[src/rtl/rxq_pkg.sv]
package rxq_pkg;
  // Threshold for a two-bit select, scaled to the queue depth.
  function automatic int unsigned trig_level(input logic [1:0] sel, input int unsigned depth);
    case (sel)
      2'b00:   return 1;
      2'b01:   return depth / 4;
      2'b10:   return depth / 2;
      default: return depth - 2;
    endcase
  endfunction
endpackage

[src/rtl/rxq_store.sv]
module rxq_store #(
  parameter int unsigned WIDTH = 8,
  parameter int unsigned DEPTH = 16,
  localparam int unsigned AW = $clog2(DEPTH)
) (
  input  logic             clk,
  input  logic             rst,
  input  logic             we,
  input  logic [AW-1:0]    waddr,
  input  logic [WIDTH-1:0] wdata,
  input  logic             re,
  input  logic             rzero,
  input  logic [AW-1:0]    raddr,
  output logic [WIDTH-1:0] rdata
);
  logic [WIDTH-1:0] mem [DEPTH];

  // Write port with no reset, so the array can map to block RAM.
  always_ff @(posedge clk) begin
    if (we) mem[waddr] <= wdata;
  end

  // Registered read port with a synchronous reset on the output register.
  always_ff @(posedge clk) begin
    if (rst)     rdata <= '0;
    else if (re) rdata <= rzero ? '0 : mem[raddr];
  end
endmodule

[src/rtl/rxq_ctrl.sv]
module rxq_ctrl #(
  parameter int unsigned WIDTH = 8,
  parameter int unsigned DEPTH = 16,
  localparam int unsigned AW = $clog2(DEPTH),
  localparam int unsigned CW = $clog2(DEPTH + 1)
) (
  input  logic             clk,
  input  logic             rst,
  input  logic             push_valid,
  input  logic [WIDTH-1:0] push_data,
  input  logic             brk_det,
  input  logic             pop_req,
  input  logic             clear,
  input  logic             status_ack,
  output logic             we,
  output logic [AW-1:0]    waddr,
  output logic [WIDTH-1:0] wdata,
  output logic             re,
  output logic             rzero,
  output logic [AW-1:0]    raddr,
  output logic [CW-1:0]    cnt,
  output logic             ovr,
  output logic             brk
);
  localparam logic [CW-1:0] FULL_CNT = CW'(DEPTH);
  localparam logic [AW-1:0] LAST_PTR = AW'(DEPTH - 1);

  logic [AW-1:0] head_q, tail_q;
  logic [CW-1:0] cnt_q;
  logic          ovr_q, brk_q;
  logic          push_any, pop_any, full, empty, push_ok, pop_ok;

  function automatic logic [AW-1:0] bump(input logic [AW-1:0] p);
    return (p == LAST_PTR) ? '0 : p + AW'(1);
  endfunction

  always_comb begin
    push_any = (push_valid | brk_det) & ~clear;
    pop_any  = pop_req & ~clear;
    full     = (cnt_q == FULL_CNT);
    empty    = (cnt_q == '0);
    push_ok  = push_any & ~full;
    pop_ok   = pop_any & ~empty;
  end

  always_ff @(posedge clk) begin
    if (rst || clear) begin
      head_q <= '0;
      tail_q <= '0;
      cnt_q  <= '0;
    end else begin
      if (push_ok) head_q <= bump(head_q);
      if (pop_ok)  tail_q <= bump(tail_q);
      case ({push_ok, pop_ok})
        2'b10:   cnt_q <= cnt_q + CW'(1);
        2'b01:   cnt_q <= cnt_q - CW'(1);
        default: cnt_q <= cnt_q;
      endcase
    end
  end

  always_ff @(posedge clk) begin
    if (rst) begin
      ovr_q <= 1'b0;
      brk_q <= 1'b0;
    end else begin
      ovr_q <= (push_any & full) | (ovr_q & ~status_ack);
      brk_q <= (brk_det & ~clear) | (brk_q & ~status_ack);
    end
  end

  assign we    = push_ok;
  assign waddr = head_q;
  assign wdata = brk_det ? '0 : push_data;
  assign re    = pop_any;
  assign rzero = empty;
  assign raddr = tail_q;
  assign cnt   = cnt_q;
  assign ovr   = ovr_q;
  assign brk   = brk_q;

  AST_FULL_HEAD_HOLD: assert property (@(posedge clk) disable iff (rst)
    (full && push_any && !pop_any) |=> ($stable(head_q) && cnt_q == FULL_CNT));
  AST_FULL_OVERRUN: assert property (@(posedge clk) disable iff (rst)
    (full && push_any) |=> ovr_q);
  AST_CNT_BOUND: assert property (@(posedge clk) disable iff (rst)
    cnt_q <= FULL_CNT);
  AST_EMPTY_POP_HOLD: assert property (@(posedge clk) disable iff (rst)
    (empty && pop_any && !push_any) |=> (cnt_q == '0 && $stable(tail_q)));
  AST_CLEAR_EMPTIES: assert property (@(posedge clk) disable iff (rst)
    clear |=> (cnt_q == '0));
  AST_BREAK_FLAG: assert property (@(posedge clk) disable iff (rst)
    (brk_det && !clear) |=> brk_q);
endmodule

[src/rtl/rx_byte_queue.sv]
module rx_byte_queue #(
  parameter int unsigned WIDTH = 8,
  parameter int unsigned DEPTH = 16,
  localparam int unsigned AW = $clog2(DEPTH),
  localparam int unsigned CW = $clog2(DEPTH + 1)
) (
  input  logic             clk,
  input  logic             rst,
  input  logic             push_valid,
  input  logic [WIDTH-1:0] push_data,
  input  logic             brk_det,
  input  logic             pop_req,
  output logic [WIDTH-1:0] pop_data,
  input  logic             clear,
  input  logic             fifo_en,
  input  logic [1:0]       trig_sel,
  input  logic             status_ack,
  output logic [CW-1:0]    count,
  output logic             data_ready,
  output logic             rx_req,
  output logic             overrun_flag,
  output logic             break_flag
);
  import rxq_pkg::*;

  logic             we, re, rzero;
  logic [AW-1:0]    waddr, raddr;
  logic [WIDTH-1:0] wdata;
  logic [CW-1:0]    cnt;
  logic [CW-1:0]    level;

  rxq_ctrl #(.WIDTH(WIDTH), .DEPTH(DEPTH)) u_ctrl (
    .clk(clk), .rst(rst), .push_valid(push_valid), .push_data(push_data),
    .brk_det(brk_det), .pop_req(pop_req), .clear(clear), .status_ack(status_ack),
    .we(we), .waddr(waddr), .wdata(wdata), .re(re), .rzero(rzero), .raddr(raddr),
    .cnt(cnt), .ovr(overrun_flag), .brk(break_flag)
  );

  rxq_store #(.WIDTH(WIDTH), .DEPTH(DEPTH)) u_store (
    .clk(clk), .rst(rst), .we(we), .waddr(waddr), .wdata(wdata),
    .re(re), .rzero(rzero), .raddr(raddr), .rdata(pop_data)
  );

  always_comb begin
    level      = CW'(trig_level(trig_sel, DEPTH));
    count      = cnt;
    data_ready = (cnt != '0);
    rx_req     = fifo_en ? (cnt >= level) : data_ready;
  end

  AST_EMPTY_POP_ZERO: assert property (@(posedge clk) disable iff (rst)
    (pop_req && !clear && cnt == '0) |=> (pop_data == '0));
  AST_ACK_CLEARS: assert property (@(posedge clk) disable iff (rst)
    (status_ack && !push_valid && !brk_det) |=> (!overrun_flag && !break_flag));
  AST_BYPASS_MODE: assert property (@(posedge clk) disable iff (rst)
    !fifo_en |-> (rx_req == (count != '0)));
endmodule

[config.mk]
export PLATFORM = sky130hd
export DESIGN_NAME = rx_byte_queue
export DESIGN_NICKNAME = d
export VERILOG_FILES = /design/src/rtl/rxq_pkg.sv /design/src/rtl/rxq_store.sv /design/src/rtl/rxq_ctrl.sv /design/src/rtl/rx_byte_queue.sv
export SDC_FILE = /design/constraint.sdc
export NUM_CORES = 1
export LEC_CHECK = 0
export CAP_MARGIN = 0
export CORE_ASPECT_RATIO = 2
export CORE_MARGIN = 1.5
export CORE_UTILIZATION = 55
export CTS_CLUSTER_SIZE = 30
export DETAILED_ROUTE_END_ITERATION = 6
export PLACE_DENSITY_LB_ADDON = 0.08
export SLEW_MARGIN = 40
export SYNTH_ARGS = -nofsm -noshare
export SYNTH_HDL_FRONTEND = slang
export SYNTH_SLANG_ARGS = --single-unit
export TNS_END_PERCENT = 20
[constraint.sdc]
create_clock -name clk -period 6.1 [get_ports clk]
set_input_delay 1.22 -clock clk [delete_from_list [all_inputs] [get_ports clk]]
set_output_delay 1.22 -clock clk [all_outputs]
set_load 0.02 [all_outputs]
======== Yosys cells after proc, flatten, opt, wreduce, memory -nomap -nowiden ========
Memories as Yosys holds them, arrays and structs flattened. A register that Yosys moved wholly into a read port is not among the register bits.
Cells that the tools add are included.
word-level totals
  bits in registers ....................... 23
  RAM bits ................................ 128
  bits of input ports ..................... 18
  word-level logic and storage cells ...... 50
  memories kept ........................... 1
memory list
  name         words  bits a word  read ports  clocked after memory_dff  write ports  line             text
  u_store.mem  16     8            1           1                         1            rxq_store.sv:16  logic [WIDTH-1:0] mem [DEPTH];
cells by class
  add/subtract/negate cells ............... 4
  magnitude comparators ................... 1
  equal/unequal tests ..................... 7
  multiplexer cells ....................... 11
  bitwise logic cells ..................... 15
  reductions and logical operators ........ 5
operator list
  cell                   count
  $mux W4                4
  $mux W8                2
  $pmux W4 S3            1
  $pmux W5 S2            1
  $add A4 B1 Y4 const B  2
  $and A1 B1 Y1          8
  $eq A4 B4 Y1 const B   2
  $add A5 B1 Y5 const B  1
  $eq A5 B5 Y1 const B   1
  $ge A5 B5 Y1           1
  $logic_not A5 Y1       1
  $reduce_bool A5 Y1     1
  $sub A5 B1 Y5 const B  1
  $eq A2 B1 Y1 const B   2
  $eq A2 B2 Y1 const B   2
  $not A1 Y1             4
  $mux W1                3
  $or A1 B1 Y1           3
  $logic_not A2 Y1       1
  $reduce_bool A2 Y1     1
  $logic_or A1 B1 Y1     1

======== Depth between registers and ports, before layout ========
  word-level depth ........................ 5
  depth in mapped cells ................... 13
  mapped depth without buffers ............ 11

======== Hierarchy ========
From an unflattened synthesis, not the netlist that was laid out.
second synthesis, totals
  cells, all modules ...................... 373
  area, all modules ....................... 6351.1 um^2
by module, submodules not included
  module         times used  cells each  area an instance (um^2)  seq. area each (um^2)
  rxq_store      1           249         5296.3                   4003.8
  rxq_ctrl       1           105         922.1                    300.3
  rx_byte_queue  1           19          132.6                    0.0

======== Worst setup path after synthesis ========
No wires, ideal clock.
  path type ............................... in2reg
  start ................................... input brk_det
  end ..................................... register u_ctrl.cnt_q[4] (netlist: u_ctrl.cnt[4])
  setup time .............................. 0.070 ns
  data arrival time ....................... 3.374 ns
  slack ................................... 2.657 ns
  stages on the path ...................... 12
  buffers on the path ..................... 1
  path through ............................ nor2_1 a211oi_1 inv_1 ha_1 clkbuf_1 xor2_1 ha_1 a211o_2 a21oi_1 a211oi_1 or3_1 a21oi_1
on the way
  cells in the longest elaborated chain, start to end .. 5
  elaborated cells on any way between the ends .. 7
ends and longest elaborated chain
  what                                               line                 text
  from (decl)                                        rx_byte_queue.sv:11  input logic brk_det,
  $or A1 B1 Y1 *                                     rxq_ctrl.sv:38       push_any = (push_valid | brk_det) & ~clear;
  $and A1 B1 Y1 *                                    rxq_ctrl.sv:38
  $and A1 B1 Y1 *                                    rxq_ctrl.sv:42       push_ok = push_any & ~full;
  $eq A2 B1 Y1 or $eq A2 B2 Y1 (tied branches)       rxq_ctrl.sv:54       case ({push_ok, pop_ok})
  $pmux W5 S2 or $reduce_bool A2 Y1 (tied branches)  --
  to (signal assigned)                               rxq_ctrl.sv:55       2'b10: cnt_q <= cnt_q + CW'(1);
  to (signal assigned)                               rxq_ctrl.sv:56       2'b01: cnt_q <= cnt_q - CW'(1);
  to (signal assigned)                               rxq_ctrl.sv:57       default: cnt_q <= cnt_q;
  to (decl)                                          rxq_ctrl.sv:29       logic [CW-1:0] cnt_q;
Every way passes the cells marked *; elsewhere a longest branch is shown, timed or not.
A chain may end at the register's enable or synchronous reset.

======== Worst setup path in the final report ========
  start ................................... input trig_sel[0]
  end ..................................... output rx_req
on the way
  cells in the longest elaborated chain, start to end .. 4
  elaborated cells on any way between the ends .. 6
ends and longest elaborated chain
  what                                        line                 text
  from (decl)                                 rx_byte_queue.sv:16  input logic [1:0] trig_sel,
  $eq A2 B2 Y1, or another cell as far along  rxq_pkg.sv:4         case (sel)
  $pmux W4 S3 *                               rxq_pkg.sv:4
  $ge A5 B5 Y1 *                              rx_byte_queue.sv:48  rx_req = fifo_en ? (cnt >= level) : data_ready;
  $mux W1 *                                   rx_byte_queue.sv:48
  to (decl)                                   rx_byte_queue.sv:20  output logic rx_req,
Marks and branches as above.

==> flow_metrics.env <==
export IMPL_status="finished, final reports clean"
export IMPL_grt_pass1_vias=3596
export IMPL_synth_ff_type="edfxtp_1"
export IMPL_post_route_util_pct=66.2
export IMPL_r2r_start="u_ctrl.cnt[1]"
export IMPL_drtIter0Drc=186
export IMPL_gp_congestion=0.850
export IMPL_regArea_um2=4390
export IMPL_ant_nets=0
export IMPL_cp_num_buf_inv=2
export IMPL_antenna_cells=0
export IMPL_p_comb_share_pct=3.3
export IMPL_cts_made_buffers=17
export IMPL_vias_per_cell=5.95
export IMPL_async_flop_share_pct=0
export IMPL_dp_slack_ns=1.62
export IMPL_crit_chain="clkdlybuf4s50_1 > nor2_1 > ha_1 > nand2b_1 > a21oi_1 > nor2b_1 > o21ai_0 > a31oi_1 > clkdlybuf4s50_1"
export IMPL_crit_cells=9
export IMPL_wirelength_um=12600
export IMPL_power_switching_share_pct=18.8
export IMPL_reg2reg_setup_slack_ns=2.68
export IMPL_multi_input_area_um2=1860
export IMPL_power_internal_mw=1.92
export IMPL_gr_usage_met3_pct=5.92
export IMPL_dieWidth_um=78.9
export IMPL_crit_end="rx_req"
export IMPL_busiest_layer="met2"
export IMPL_cts_resized=0
export IMPL_post_cts_setup_buffer_count=0
export IMPL_syn_nets=403
export IMPL_num_vias=3362
export IMPL_htree_levels=4
export IMPL_setup_tns_ns=0
export IMPL_yosys_warnings=0
export IMPL_stdcell_area_um2=7470
export IMPL_io_pins=35
export IMPL_fp_dieH_um=155
export IMPL_hold_path_class="reg2reg"
export IMPL_min_period_ns=4.42
export IMPL_cts_tree="done"
export IMPL_antenna_found_initial=0
export IMPL_final_cell_mix="edfxtp_1, clkdlybuf4s50_1, mux4_2"
export IMPL_leakagePower_nw=2.51
export IMPL_syn_avg_cell_area_um2=17.0
export IMPL_cts_hold_buf=0
export IMPL_final_setup_viol_count=0
export IMPL_rr_worst_depth=12
export IMPL_worstSetupStartpointType="input port"
export IMPL_core_region_area_um2=11300
export IMPL_ir_drop_v=0.000249
export IMPL_fin_ws_ns=1.68
export IMPL_power_density_nw_per_um2=317
export IMPL_hpwlAfterDp_um=8720
export IMPL_cp_end_kind="output port"
export IMPL_clockBufferDepth=2
export IMPL_critPathTopFamily="buffers and inverters"
export IMPL_grt_pass1_wl_um=20000
export IMPL_grt_max_degree=33
export IMPL_start_util_pct=56.2
export IMPL_relSlewSlack_pct=51.7
export IMPL_met2_usage_pct=44.0
export IMPL_cp_arrival_ns=3.20
export IMPL_synth_edf_count=128
export IMPL_drc=0
export IMPL_clk_latency_ns=0.42
export IMPL_final_layout_size_suffix_gt1_share_pct=19.6
export IMPL_crit_slowest_cell="clkdlybuf4s50_1"
export IMPL_crit_path_start="trig_sel[0]"
export IMPL_whs_path_depth=2
export IMPL_gr_usage_all_layers_pct=23.3
export IMPL_dpl_instance_area_um2=6820
export IMPL_netlist_area_um2=6340
export IMPL_finalPower_mw=2.37
export IMPL_hold_viol=0
export IMPL_ys_seq_area_share_pct=69.1
export IMPL_post_route_period_util_pct=72.4
export IMPL_rsz0062_at_grt="no"
export IMPL_grt_overflow=0
export IMPL_drtPass1Iterations=4
export IMPL_clock_sinks=155
export IMPL_rows=55
export IMPL_routedWlPerCell_um=22.4
export IMPL_synthCells=372
export IMPL_clkPwrFrac_pct=47.9
export IMPL_layout_commonest_cell="edfxtp_1"
export IMPL_cts_root_buffer="clkbuf_16"
export IMPL_fmax_mhz=226
export IMPL_seq_power_share_pct=48.8
export IMPL_ys_types=44
export IMPL_path_class="in2out"
export IMPL_clkTransAtPathRegs_ns=0.06
export IMPL_clock_skew_final_ns=0.0102
export IMPL_syn_to_final_growth_pct=17.7
export IMPL_synth_seq_cells=155
export IMPL_die_area_um2=12200
export IMPL_hold_start="u_store.rdata[2]"
export IMPL_final_nets=442
export IMPL_worstMarginPinSlew_ns=0.722
export IMPL_p_sw_mw=0.445
export IMPL_worstReg2RegEnd="u_ctrl.cnt[4]"
export IMPL_fill_cells=804
export IMPL_crit_path_max_incr_delay_ns=0.63
export IMPL_worstPathMaxFanout=3
export IMPL_slew_violations=0
export IMPL_crit_top_cell="clkdlybuf4s50_1"
export IMPL_met1_usage_pct=24.6
export IMPL_cp_required_ns=4.88
export IMPL_max_cap_violations=0
export IMPL_port_buffers=34
[tightest hold or removal path: cells and delay by family, from the launching register on]
family	cells	cell delay (ns)
AOI/OAI and AO/OA	2	0.12
DFF	1	0.33
[logic make-up after synthesis]
group	Yosys count	share of synthesized area [%]
AO/OA/AOI/OAI	47	4.93
buffers and inverters	27	1.97
AND/OR/NAND/NOR	76	6.67
XOR/XNOR	5	0.690
flip-flops	155	69.1
adder cells (fa/ha/maj)	13	2.56
multiplexers	49	14.0
[worst min path at each step]
stage / slack [ns] / end
global route: 0.51 / u_store.rdata[2]
global placement: 0.46 / u_store.rdata[2]
floorplan: 0.46 / flop
finish: 0.48 / u_store.rdata[2]
detailed placement: 0.47 / u_store.rdata[2]
CTS: 0.49 / u_store.rdata[6]
[sequential cells by signal, summed over array words and instances, names as in the netlist, named ones only]
name	flops
u_ctrl.ovr	1
u_ctrl.waddr	4
u_store.rdata	8
u_ctrl.cnt	5
u_ctrl.raddr	4
u_store.mem	128
u_ctrl.brk	1
[metal layers]
metal	vias up	wire length, um
li1	1540	-
met1	1728	4440
met2	81	7470
met3	13	485
met4	0	241
met5	-	0
[area by class of cell]
cell class / count / share of cell area (%)
multi-input combinational: 190 / 24.9
clock inverter: 10 / 2.53
sequential: 155 / 58.8
clock buffer: 21 / 6.03
timing repair buffer: 38 / 4.96
inverter: 9 / 0.452
tap: 142 / 2.38
[stage by stage]
stage                     hold WS [ns]  instances
final                            0.482        565
after global routing             0.508        565
after CTS                        0.488        565
after detailed placement         0.470        534
after global placement           0.455        534
after floorplan                  0.463        372
[cell usage after synthesis (2+ instances only)]
| cell type | count | area share, % |
|---|---|---|
| and2_1 | 4 | 0.39 |
| a211oi_1 | 2 | 0.24 |
| o21ai_1 | 8 | 0.63 |
| edfxtp_1 | 128 | 61 |
| o22ai_1 | 2 | 0.20 |
| nand2b_1 | 4 | 0.39 |
| buf_6 | 2 | 0.36 |
| nand2_1 | 11 | 0.65 |
| buf_2 | 6 | 0.47 |
| a21oi_1 | 11 | 0.87 |
| clkbuf_1 | 7 | 0.41 |
| xor2_1 | 5 | 0.69 |
| mux2i_1 | 17 | 2.7 |
| nor2_1 | 20 | 1.2 |
| nand3_1 | 3 | 0.24 |
| or3_1 | 3 | 0.30 |
| a31oi_1 | 3 | 0.30 |
| ha_1 | 13 | 2.6 |
| a22oi_1 | 2 | 0.24 |
| buf_1 | 2 | 0.12 |
| a2bb2oi_1 | 8 | 1.1 |
| inv_1 | 8 | 0.47 |
| mux4_2 | 32 | 11 |
| and4_1 | 3 | 0.41 |
| dfxtp_1 | 27 | 8.5 |
| o21ai_0 | 5 | 0.39 |
| nor3_1 | 2 | 0.16 |
| nor2b_1 | 11 | 1.1 |
| and3_1 | 8 | 0.79 |
[power groups by stage]
stage | Combinational [mW] | Clock, mW | Sequential [mW]
after floorplan | 0.0417 | 0 | 1.18
after global placement | 0.0751 | 0 | 1.18
after detailed placement | 0.0781 | 0 | 1.18
after CTS | 0.0785 | 1.15 | 1.16
after global routing | 0.0854 | 1.19 | 1.16
final | 0.0780 | 1.13 | 1.16
(Power assumes the default switching activity.)
